===== src/rtl/cseq_pkg.sv =====
package cseq_pkg;

  localparam int WORD_W = 16;

  typedef enum logic [1:0] {
    PH_CLK  = 2'd0,
    PH_PWR  = 2'd1,
    PH_MODE = 2'd2,
    PH_DATA = 2'd3
  } phase_t;

  localparam logic [2:0] SEL_MODE = 3'd0;
  localparam logic [2:0] SEL_CLK  = 3'd1;
  localparam logic [2:0] SEL_PWR  = 3'd2;

  // write-type control word: marker, write, address, register, value
  function automatic logic [WORD_W-1:0] ctrl_word(input logic [2:0] addr,
                                                  input logic [2:0] sel,
                                                  input logic [7:0] val);
    return {1'b1, 1'b0, addr, sel, val};
  endfunction

  // divider code 0 (/1), bit clock code 3 (/2), rate code 3 (/256)
  function automatic logic [7:0] clk_value();
    return {3'd0, 2'd3, 1'b0, 2'd3};
  endfunction

  // dac, adc, reference powered
  function automatic logic [7:0] pwr_value();
    return {5'd0, 1'b1, 1'b1, 1'b1};
  endfunction

  function automatic logic [7:0] mode_value(input int unsigned nch);
    return {1'b1, 3'(nch), 4'd0};
  endfunction

  function automatic phase_t phase_after(input phase_t ph);
    phase_t nx;
    case (ph)
      PH_CLK:  nx = PH_PWR;
      PH_PWR:  nx = PH_MODE;
      default: nx = PH_DATA;
    endcase
    return nx;
  endfunction

endpackage


===== src/rtl/cseq_phase.sv =====
module cseq_phase
  import cseq_pkg::*;
(
  input  logic   clk,
  input  logic   rst_n,
  input  logic   ev_start,
  output phase_t phase,
  output logic   phase_is_data
);

  logic phase_adv;
  assign phase_adv     = ev_start && (phase != PH_DATA);
  assign phase_is_data = (phase == PH_DATA);

  always_ff @(posedge clk) begin
    if (!rst_n)         phase <= PH_CLK;
    else if (phase_adv) phase <= phase_after(phase);
  end

  // the phase moves only on the edge that opens an event
  assert_phase_step_R6: assert property (@(posedge clk) disable iff (!rst_n)
    !$stable(phase) |-> $past(ev_start));

endmodule


===== src/rtl/cseq_words.sv =====
module cseq_words
  import cseq_pkg::*;
#(
  parameter int NCH = 2
) (
  input  phase_t                  phase,
  input  logic [NCH*WORD_W-1:0]   dac_in,
  output logic [NCH*WORD_W-1:0]   words
);

  for (genvar w = 0; w < NCH; w++) begin : g_word
    localparam int CH = NCH - 1 - w;   // farthest channel first
    always_comb begin
      case (phase)
        PH_CLK:  words[w*WORD_W +: WORD_W] = ctrl_word(3'(CH), SEL_CLK, clk_value());
        PH_PWR:  words[w*WORD_W +: WORD_W] = ctrl_word(3'(CH), SEL_PWR, pwr_value());
        PH_MODE: words[w*WORD_W +: WORD_W] = ctrl_word(3'(CH), SEL_MODE, mode_value(NCH));
        default: words[w*WORD_W +: WORD_W] = dac_in[CH*WORD_W +: WORD_W];
      endcase
    end
  end

endmodule


===== src/rtl/cseq_tx.sv =====
module cseq_tx
  import cseq_pkg::*;
#(
  parameter int NCH = 2
) (
  input  logic                    clk,
  input  logic                    rst_n,
  input  logic                    ev_start,
  input  logic [NCH*WORD_W-1:0]   words,
  output logic                    tx_data,
  output logic                    tx_fs
);

  localparam int TOTAL = NCH * WORD_W;
  localparam int PW    = $clog2(TOTAL);
  localparam logic [PW-1:0] LAST_POS  = PW'(TOTAL - 1);
  localparam logic [PW-5:0] LAST_WORD = (PW-4)'(NCH - 1);

  logic [TOTAL-1:0] store;
  logic [PW-1:0]    pos;
  logic             active;
  logic [PW-5:0]    pos_word;
  logic [3:0]       pos_bit;
  logic [PW-1:0]    bit_idx;
  logic             word_end_mid;   // last bit of a word that has a successor
  logic             stream_end;

  assign pos_word     = pos[PW-1:4];
  assign pos_bit      = pos[3:0];
  assign bit_idx      = {pos_word, ~pos_bit};
  assign word_end_mid = active && (pos_bit == 4'hF) && (pos_word != LAST_WORD);
  assign stream_end   = active && (pos == LAST_POS);

  always_ff @(posedge clk) begin
    if (!rst_n) begin
      store   <= '0;
      pos     <= '0;
      active  <= 1'b0;
      tx_data <= 1'b0;
      tx_fs   <= 1'b0;
    end else if (ev_start) begin
      store   <= words;
      pos     <= '0;
      active  <= 1'b1;
      tx_data <= 1'b0;
      tx_fs   <= 1'b1;
    end else if (active) begin
      tx_data <= store[bit_idx];
      tx_fs   <= word_end_mid;
      pos     <= pos + 1'b1;
      if (stream_end) active <= 1'b0;
    end else begin
      tx_data <= 1'b0;
      tx_fs   <= 1'b0;
    end
  end

  // frame sync is a single-cycle pulse
  assert_fs_single_R3: assert property (@(posedge clk) disable iff (!rst_n)
    tx_fs |=> !tx_fs);

  // every frame sync is followed by word bits
  assert_fs_has_word_R2: assert property (@(posedge clk) disable iff (!rst_n)
    tx_fs |-> active);

endmodule


===== src/rtl/cseq_rx.sv =====
module cseq_rx
  import cseq_pkg::*;
#(
  parameter int NCH = 2,
  parameter int CHW = 1
) (
  input  logic              clk,
  input  logic              rst_n,
  input  logic              fs_in,
  input  logic              rx_data,
  input  logic              phase_is_data,
  output logic              ev_start,
  output logic [WORD_W-1:0] adc_out,
  output logic [CHW-1:0]    adc_chan,
  output logic              adc_valid
);

  localparam logic [CHW-1:0] LAST_IDX = CHW'(NCH - 1);

  logic [CHW-1:0]    word_cnt;
  logic [CHW-1:0]    tag;
  logic              word_data;
  logic              ev_data;
  logic [4:0]        left;
  logic [WORD_W-2:0] sh;
  logic              word_done;

  assign ev_start  = fs_in && (word_cnt == '0);
  assign word_done = (left == 5'd1);

  always_ff @(posedge clk) begin
    if (!rst_n) begin
      word_cnt  <= '0;
      tag       <= '0;
      word_data <= 1'b0;
      ev_data   <= 1'b0;
      left      <= '0;
      sh        <= '0;
      adc_out   <= '0;
      adc_chan  <= '0;
      adc_valid <= 1'b0;
    end else begin
      adc_valid <= 1'b0;
      if (left != 5'd0) begin
        sh   <= {sh[WORD_W-3:0], rx_data};
        left <= left - 5'd1;
        if (word_done && word_data) begin
          adc_out   <= {sh, rx_data};
          adc_chan  <= tag;
          adc_valid <= 1'b1;
        end
      end
      if (fs_in) begin
        left     <= 5'(WORD_W);
        tag      <= LAST_IDX - word_cnt;
        word_cnt <= (word_cnt == LAST_IDX) ? '0 : word_cnt + 1'b1;
        if (ev_start) begin
          ev_data   <= phase_is_data;
          word_data <= phase_is_data;
        end else begin
          word_data <= ev_data;
        end
      end
    end
  end

  // no sample is reported before the ring is in data mode
  assert_valid_data_R10: assert property (@(posedge clk) disable iff (!rst_n)
    adc_valid |-> phase_is_data);

  // the strobe lasts one cycle
  assert_valid_pulse_R9: assert property (@(posedge clk) disable iff (!rst_n)
    adc_valid |=> !adc_valid);

endmodule


===== src/rtl/cseq_master.sv =====
module cseq_master
  import cseq_pkg::*;
#(
  parameter int NCH = 2,
  localparam int CHW = (NCH > 1) ? $clog2(NCH) : 1
) (
  input  logic                  clk,
  input  logic                  rst_n,
  input  logic                  fs_in,
  input  logic                  rx_data,
  input  logic [NCH*16-1:0]     dac_in,
  output logic                  tx_data,
  output logic                  tx_fs,
  output logic [15:0]           adc_out,
  output logic [CHW-1:0]        adc_chan,
  output logic                  adc_valid
);

  logic                  ev_start;
  phase_t                phase;
  logic                  phase_is_data;
  logic [NCH*WORD_W-1:0] words;

  cseq_phase u_phase (
    .clk          (clk),
    .rst_n        (rst_n),
    .ev_start     (ev_start),
    .phase        (phase),
    .phase_is_data(phase_is_data)
  );

  cseq_words #(.NCH(NCH)) u_words (
    .phase (phase),
    .dac_in(dac_in),
    .words (words)
  );

  cseq_tx #(.NCH(NCH)) u_tx (
    .clk     (clk),
    .rst_n   (rst_n),
    .ev_start(ev_start),
    .words   (words),
    .tx_data (tx_data),
    .tx_fs   (tx_fs)
  );

  cseq_rx #(.NCH(NCH), .CHW(CHW)) u_rx (
    .clk          (clk),
    .rst_n        (rst_n),
    .fs_in        (fs_in),
    .rx_data      (rx_data),
    .phase_is_data(phase_is_data),
    .ev_start     (ev_start),
    .adc_out      (adc_out),
    .adc_chan     (adc_chan),
    .adc_valid    (adc_valid)
  );

  // outputs stay quiet while reset is held
  assert_reset_quiet_R1: assert property (@(posedge clk)
    !rst_n |=> (!tx_fs && !adc_valid));

endmodule


===== config.mk =====
export PLATFORM = sky130hd
export DESIGN_NAME = cseq_master
export DESIGN_NICKNAME = d
export VERILOG_FILES = /design/src/rtl/cseq_pkg.sv /design/src/rtl/cseq_phase.sv /design/src/rtl/cseq_words.sv /design/src/rtl/cseq_tx.sv /design/src/rtl/cseq_rx.sv /design/src/rtl/cseq_master.sv
export SDC_FILE = /design/constraint.sdc
export NUM_CORES = 1
export LEC_CHECK = 0
export CAP_MARGIN = 20
export CORE_MARGIN = 2
export CORE_UTILIZATION = 40
export CTS_CLUSTER_SIZE = 16
export DETAILED_ROUTE_END_ITERATION = 10
export PLACE_DENSITY = 0.65
export SYNTH_ARGS = -nofsm -noshare
export SYNTH_HDL_FRONTEND = slang
export SYNTH_SLANG_ARGS = --single-unit

===== constraint.sdc =====
create_clock -name clk -period 1.76 [get_ports clk]
set_clock_uncertainty 0.15 [all_clocks]
set_input_delay 0.352 -clock clk [delete_from_list [all_inputs] [get_ports clk]]
set_output_delay 0.352 -clock clk [all_outputs]
set_load 0.03 [all_outputs]

==> flow_summary.toml, run 1 <==
[floorplanning]
io_pins = 56
initial_core_util = 0.412
num_rows = 33
core-area_um2 = 8180
die_x_um = 95.8
fp.dieH_um = 95.8
die_area_um2 = 9170

[cts]
insertion_delay_ns = 0.35
cts_buffer_depth = 2
cts_root_buffer = "clkbuf_8"
cts_made_buffers = 9
postCtsSetupRepairBufs = 0
cts_tree = "yes"
numClockSinks = 82
h-tree-depth = 3
clkTransAtPathRegs_ns = 0.08
ctsHoldBuffers = 0

[synth]
yosys.area_share.simple = 0.166
yosysSeqAreaShare = 0.487
synth_area_um2 = 3370
synth_edf_count = 0
synth_xor_area_frac = 0.0156
yosysTopAreaCell = "dfxtp_1"
synth_compound_area_frac = 0.204
synth_cell_types = 38
synth_fa_ha_area_frac = 0.0149
yosysTopAreaCellShare = 0.487
synthArstFlopShare = 0
syn_area_per_cell_um2 = 9.26
ys_seq_elements = 82
synth_nets = 404
yosys_most_used_dff = "dfxtp_1"
yosys_warnings = 0
synthCells = 364
synthMuxAreaShare = 0.0668
synth_top_family_by_area = "compound AO/OA/AOI/OAI gates"
synth_area_leaders = "dfxtp_1, nand2_1, a21boi_1"

[hold_path]
worstHoldPathCells = 2
hold_path_class = "flop to flop"
hold_path_startpoint = "u_rx.adc_out[8]"
holdPathEnd = "u_rx.adc_out[8]"

[grt]
gr-total-overflow = 0
grt_pass1_vias = 2490
grt_pass1_wl_um = 11900
grt_max_degree = 19
antenna_found_initial = 0
grt_usage = 0.170

[pwr]
p_per_area_nw_per_um2 = 883
p_leak_nw = 1.67
ir_drop_uv = 407
p_total_mw = 3.83

[critical_path]
crit_fanout = 3
reg2reg_to = "u_tx.tx_data"
r2r_start = "u_tx.pos[0]"
r2r_setup_slack_ns = 0.08
endpoint_kind = "flop"
cp.arrival_ns = 1.77
crit_required_ns = 1.85
worst-r2r-cell-count = 5
worstSetupPathType = "flop to flop"
cp-start-kind = "flop"

[timing]
tightestPinTransition_ns = 0.425
setup_viol = 0
slew_viol_final = 0
hold_slack_ns = 0.300
period_needed_ns = 1.68
slew_headroom = 0.715
hold_viol = 0
finalCritPeriodShare = 0.955
max_freq_mhz = 595
rsz0062_at_grt = "false"

[cells_and_area]
stdcell_count = 539
num-fill-cells = 756
antennaDiodeCount = 0
fin_area_um2 = 4340
fin_util = 0.531
area_delta_synth_final_pct = 28.8
most-common-layout-cells = "dfxtp_1, nand2_1, a21boi_1"
drive_gt1_frac = 0.134
fin_nets = 469
mostFrequentLayoutCell = "dfxtp_1"

[placed_design]
dp.final_hpwl_um = 5300
gp_congestion = 0.779
numPortBuffers = 55
placedInstanceArea_um2 = 4150
dp.cells = 523

[route]
via_count = 2652
wire_per_inst_um = 13.3
wirelength_um = 7190
drtAntennaViolNets = 0
first_iter_violations = 118
drc = 0
dr.pass1.iters = 4
vias_per_cell = 4.92

[job]
max_cap_viol_count = 0

[outcome]
run_status = "completed"
==> where the power goes <==
| part | internal, mW | switching (mW) |
|---|---|---|
| Clock | 0.658 | 0.669 |
| Combinational | 0.268 | 0.263 |
| Sequential | 1.92 | 0.0491 |
==> cell type report <==
type / instances / area, µm² / area share
inverters: 5 / 18.8 / 0.00433
well taps: 105 / 131 / 0.0303
clock inverters: 6 / 67.6 / 0.0156
repair buffers: 82 / 764 / 0.176
flip-flops and latches: 82 / 1650 / 0.379
multi-input cells: 249 / 1580 / 0.365
clock buffers: 10 / 128 / 0.0294
==> cells by family after synthesis <==
family,count (synthesis)
xor gates and xnor gates,6
AOI/OAI and AO/OA,97
DFF,82
muxes,15
adders and majority gates,4
and+or+nand+nor,127
buffers and inverters,33
==> critical path, stage by stage (launching register included) <==
cell and delay, ns:
dfxtp_4 0.37, buf_6 0.12, mux4_2 0.49, nor2b_1 0.15, a211oi_2 0.19, o2bb2ai_1 0.11
==> synth_stat cells, drive strengths merged, types with 5 or more instances <==
master and instances:
nand2 79, xnor2 5, nor2 16, nor2b 5, o21ai 13, inv 5, clkbuf 17, mux4 6
dfxtp 82, and2 5, a21boi 42, nand2b 11, nand3 5, a22o 11, a21oi 16, mux2i 9
buf 11
==> sequential cells by signal (all words and copies together), names as in the netlist <==
register,flops
u_tx.store,32
u_phase.phase,2
u_tx.pos,5
u_tx.tx_fs,1
u_rx.word_data,1
u_rx.adc_chan,1
u_rx.tag,1
u_tx.active,1
u_rx.adc_valid,1
u_rx.left,5
u_rx.adc_out,16
u_rx.sh,15
u_tx.tx_data,1
==> routing by layer <==
| metal | track usage | up-vias | part of all wire |
|---|---|---|---|
| li1 | - | 1378 | - |
| met2 | 0.256 | 55 | 0.44 |
| met4 | 0.0679 | 0 | 0.012 |
| met3 | 0.0399 | 8 | 0.041 |
| met1 | 0.235 | 1211 | 0.50 |
| met5 | 0 | - | 0 |
==> per-stage QoR <==
stage                     setup WS, ns  setup TNS, ns
final                           0.0784              0
after floorplan                  0.113              0
after global routing           0.00582              0
after CTS                       0.0271              0
after detailed placement        -0.339          -6.55
after global placement          -0.252          -4.53
==> how the worst max path moves through the flow <==
stage | startpoint | endpoint | slack (ns) | cells after the start
6_report | u_tx.pos[0] | u_tx.tx_data | 0.08 | 5
3_3_place_gp | fs_in | u_tx.store[26] | -0.25 | 5
4_1_cts | u_tx.pos[0] | u_tx.tx_data | 0.03 | 5
5_1_grt | u_tx.pos[0] | u_tx.tx_data | 0.006 | 5
3_5_place_dp | fs_in | u_tx.store[26] | -0.34 | 5
2_1_floorplan | u_tx.pos[0] | u_tx.tx_data | 0.11 | 5
==> what timing repair did <==
action,in CTS,in global routing
endpoints found under the setup margin,21,28
resized for setup,23,6
pin swaps,0,2
Power figures use the tool's default switching activity.
==> inputs of run 2 (changes only) <==
clock period = 1.45 ns   (was 1.76 ns; I/O delays follow)
==> run 2 against run 1 <==
Compared with the run above:
- the run now ends with setup timing left
- critical endpoint unchanged
- die area did not move
- maximum frequency fell by 0.42%
- sequential cell count did not move
- highest routed layer unchanged
- sequential share of layout area fell by 2.6 points
==> flow_summary.toml, run 2 (synthesis gave the netlist of run 1 again) <==
[floorplanning]
io_pins = 56
num_rows = 33
die_x_um = 95.8
fp.dieH_um = 95.8
core-area_um2 = 8180
initial_core_util = 0.412
die_area_um2 = 9170

[grt]
grt_max_degree = 24
gr-total-overflow = 0
busiest_layer = "met2"
grt_pass1_vias = 2661
grtUsageMet1 = 0.245
grt_usage = 0.181
antenna_found_initial = 0
use_met2 = 0.277
grt_pass1_wl_um = 12600
grtUsageMet3 = 0.0407

[timing]
period_needed_ns = 1.69
setup_viol = 21
tns_ns = -1.66
max_freq_mhz = 592
slew_viol_final = 0
hold_slack_ns = 0.201
fin_ws_ns = -0.239
rsz0062_at_grt = "true"
finalCritPeriodShare = 1.16
hold_viol = 0
slew_headroom = 0.809
tightestPinTransition_ns = 0.286

[cts]
cts_made_buffers = 9
clkTransAtPathRegs_ns = 0.08
numClockSinks = 82
h-tree-depth = 3
cts_tree = "yes"
cts_root_buffer = "clkbuf_8"
ctsHoldBuffers = 0
cts_buffer_depth = 2
insertion_delay_ns = 0.36

[critical_path]
endpoint_kind = "flop"
critical_path.n_buffers_inverters = 1
worstSetupPathType = "flop to flop"
cp_top_family = "multiplexers"
cp_slowest_stage_delay_ns = 0.49
crit_required_ns = 1.54
cp.arrival_ns = 1.78
r2r_start = "u_tx.pos[0]"
cp-start-kind = "flop"
crit_fanout = 6
worstPathCellList = "buf_12 -> mux4_2 -> mux2i_1 -> nand2_1 -> o2bb2ai_1"
cpMaxStageDelayCell = "mux4_2"
reg2reg_to = "u_tx.tx_data"
worst-r2r-cell-count = 5
r2r_setup_slack_ns = -0.24

[pwr]
switching_share = 0.250
power_frac_clock = 0.378
pwr-share-comb = 0.147
p_sw_mw = 1.27
p_seq_frac = 0.475
p_per_area_nw_per_um2 = 1090
internal-power_mw = 3.81
p_leak_nw = 1.93
ir_drop_uv = 491

[cells_and_area]
num-fill-cells = 727
mostFrequentLayoutCell = "dfxtp_1"
largestRegisters = "u_tx.store: 32 flops, u_rx.adc_out: 16 flops, u_rx.sh: 15 flops"
regMostFlops = "u_tx.store"
antennaDiodeCount = 0
largest_reg_flops = 32
area_delta_synth_final_pct = 38.5
most-common-layout-cells = "dfxtp_1, nand2_1, buf_4"
drive_gt1_frac = 0.281
fin_nets = 480

[outcome]
violations = "setup timing"
run_status = "finished with violations"

[placed_design]
gp_congestion = 0.776
post-place-ws_ns = -0.516
dp.final_hpwl_um = 5400
numPortBuffers = 55

[route]
dr.pass1.iters = 4
wirelength_um = 7960
via_count = 2801
drc = 0
first_iter_violations = 143
vias_per_cell = 5.09
wire_per_inst_um = 14.5
drtAntennaViolNets = 0

[job]
max_cap_viol_count = 0

[hold_path]
worstHoldPathCells = 2
hold_path_class = "input port to flop"
holdPathEnd = "u_tx.tx_fs"
hold_path_startpoint = "rst_n"
## run 2: cell types whose count changed in the layout (fill, tap and decap cells not counted), moves of 5 or more
cell	previous run	this run
a21boi_2	0	9
dlygate4sd2_1	20	0
buf_4	23	41
nand2_2	0	5
nand2_4	0	12
nand2_1	79	62
a21boi_1	38	31
buf_2	0	7
## run 2: per-stage QoR
| step | power [mW] | utilization | area (µm²) | cells |
|---|---|---|---|---|
| 6_report | 5.08 | 0.571 | 4670 | 550 |
| 5_1_grt | 5.32 | 0.571 | 4670 | 550 |
| 4_1_cts | 5.08 | 0.547 | 4480 | 546 |
| 3_5_place_dp | 3.17 | 0.515 | 4210 | 529 |
| 3_3_place_gp | 3.16 | 0.515 | 4210 | 529 |
| 2_1_floorplan | 2.83 | - | 3400 | 364 |
## run 2: worst max-delay path by stage
| stage | start | end | slack, ns | cells past startpoint |
|---|---|---|---|---|
| finish | u_tx.pos[0] | u_tx.tx_data | -0.24 | 5 |
| global route | u_tx.pos[0] | u_tx.tx_data | -0.31 | 5 |
| CTS | u_tx.pos[0] | u_tx.tx_data | -0.23 | 5 |
| detailed placement | fs_in | u_tx.store[14] | -0.52 | 5 |
| global placement | fs_in | u_tx.store[10] | -0.50 | 5 |
| floorplan | u_tx.pos[0] | u_tx.tx_data | -0.14 | 5 |
## run 2: metal layers
metal	share of wire	wire length, µm
met1	0.47	3750
met2	0.47	3730
met3	0.038	301
met4	0.023	182
met5	0	0
## run 2: layout make-up
class | count | area [µm²] | area share
Clock inverter | 5 | 85.1 | 0.0182
Multi-Input combinational cell | 249 | 1750 | 0.375
Timing Repair Buffer | 93 | 880 | 0.188
Sequential cell | 82 | 1650 | 0.354
Inverter | 5 | 18.8 | 0.00402
Clock buffer | 11 | 151 | 0.0324
Tap cell | 105 | 131 | 0.0281
## run 2: power by group through the flow
stage / logic (mW) / clock network [mW] / registers [mW]
after floorplan: 0.398 / 0 / 2.44
after global placement: 0.706 / 0 / 2.45
after detailed placement: 0.715 / 0 / 2.45
after CTS: 0.726 / 1.95 / 2.40
after global routing: 0.822 / 2.08 / 2.42
final: 0.748 / 1.92 / 2.41
## run 2: timing repair
action                     4_1_cts  5_1_grt
setup endpoints to repair       25       65
gates cloned                     0        3
setup buffers                    1        1
pin swaps                        1       31
gates resized for setup         33       60
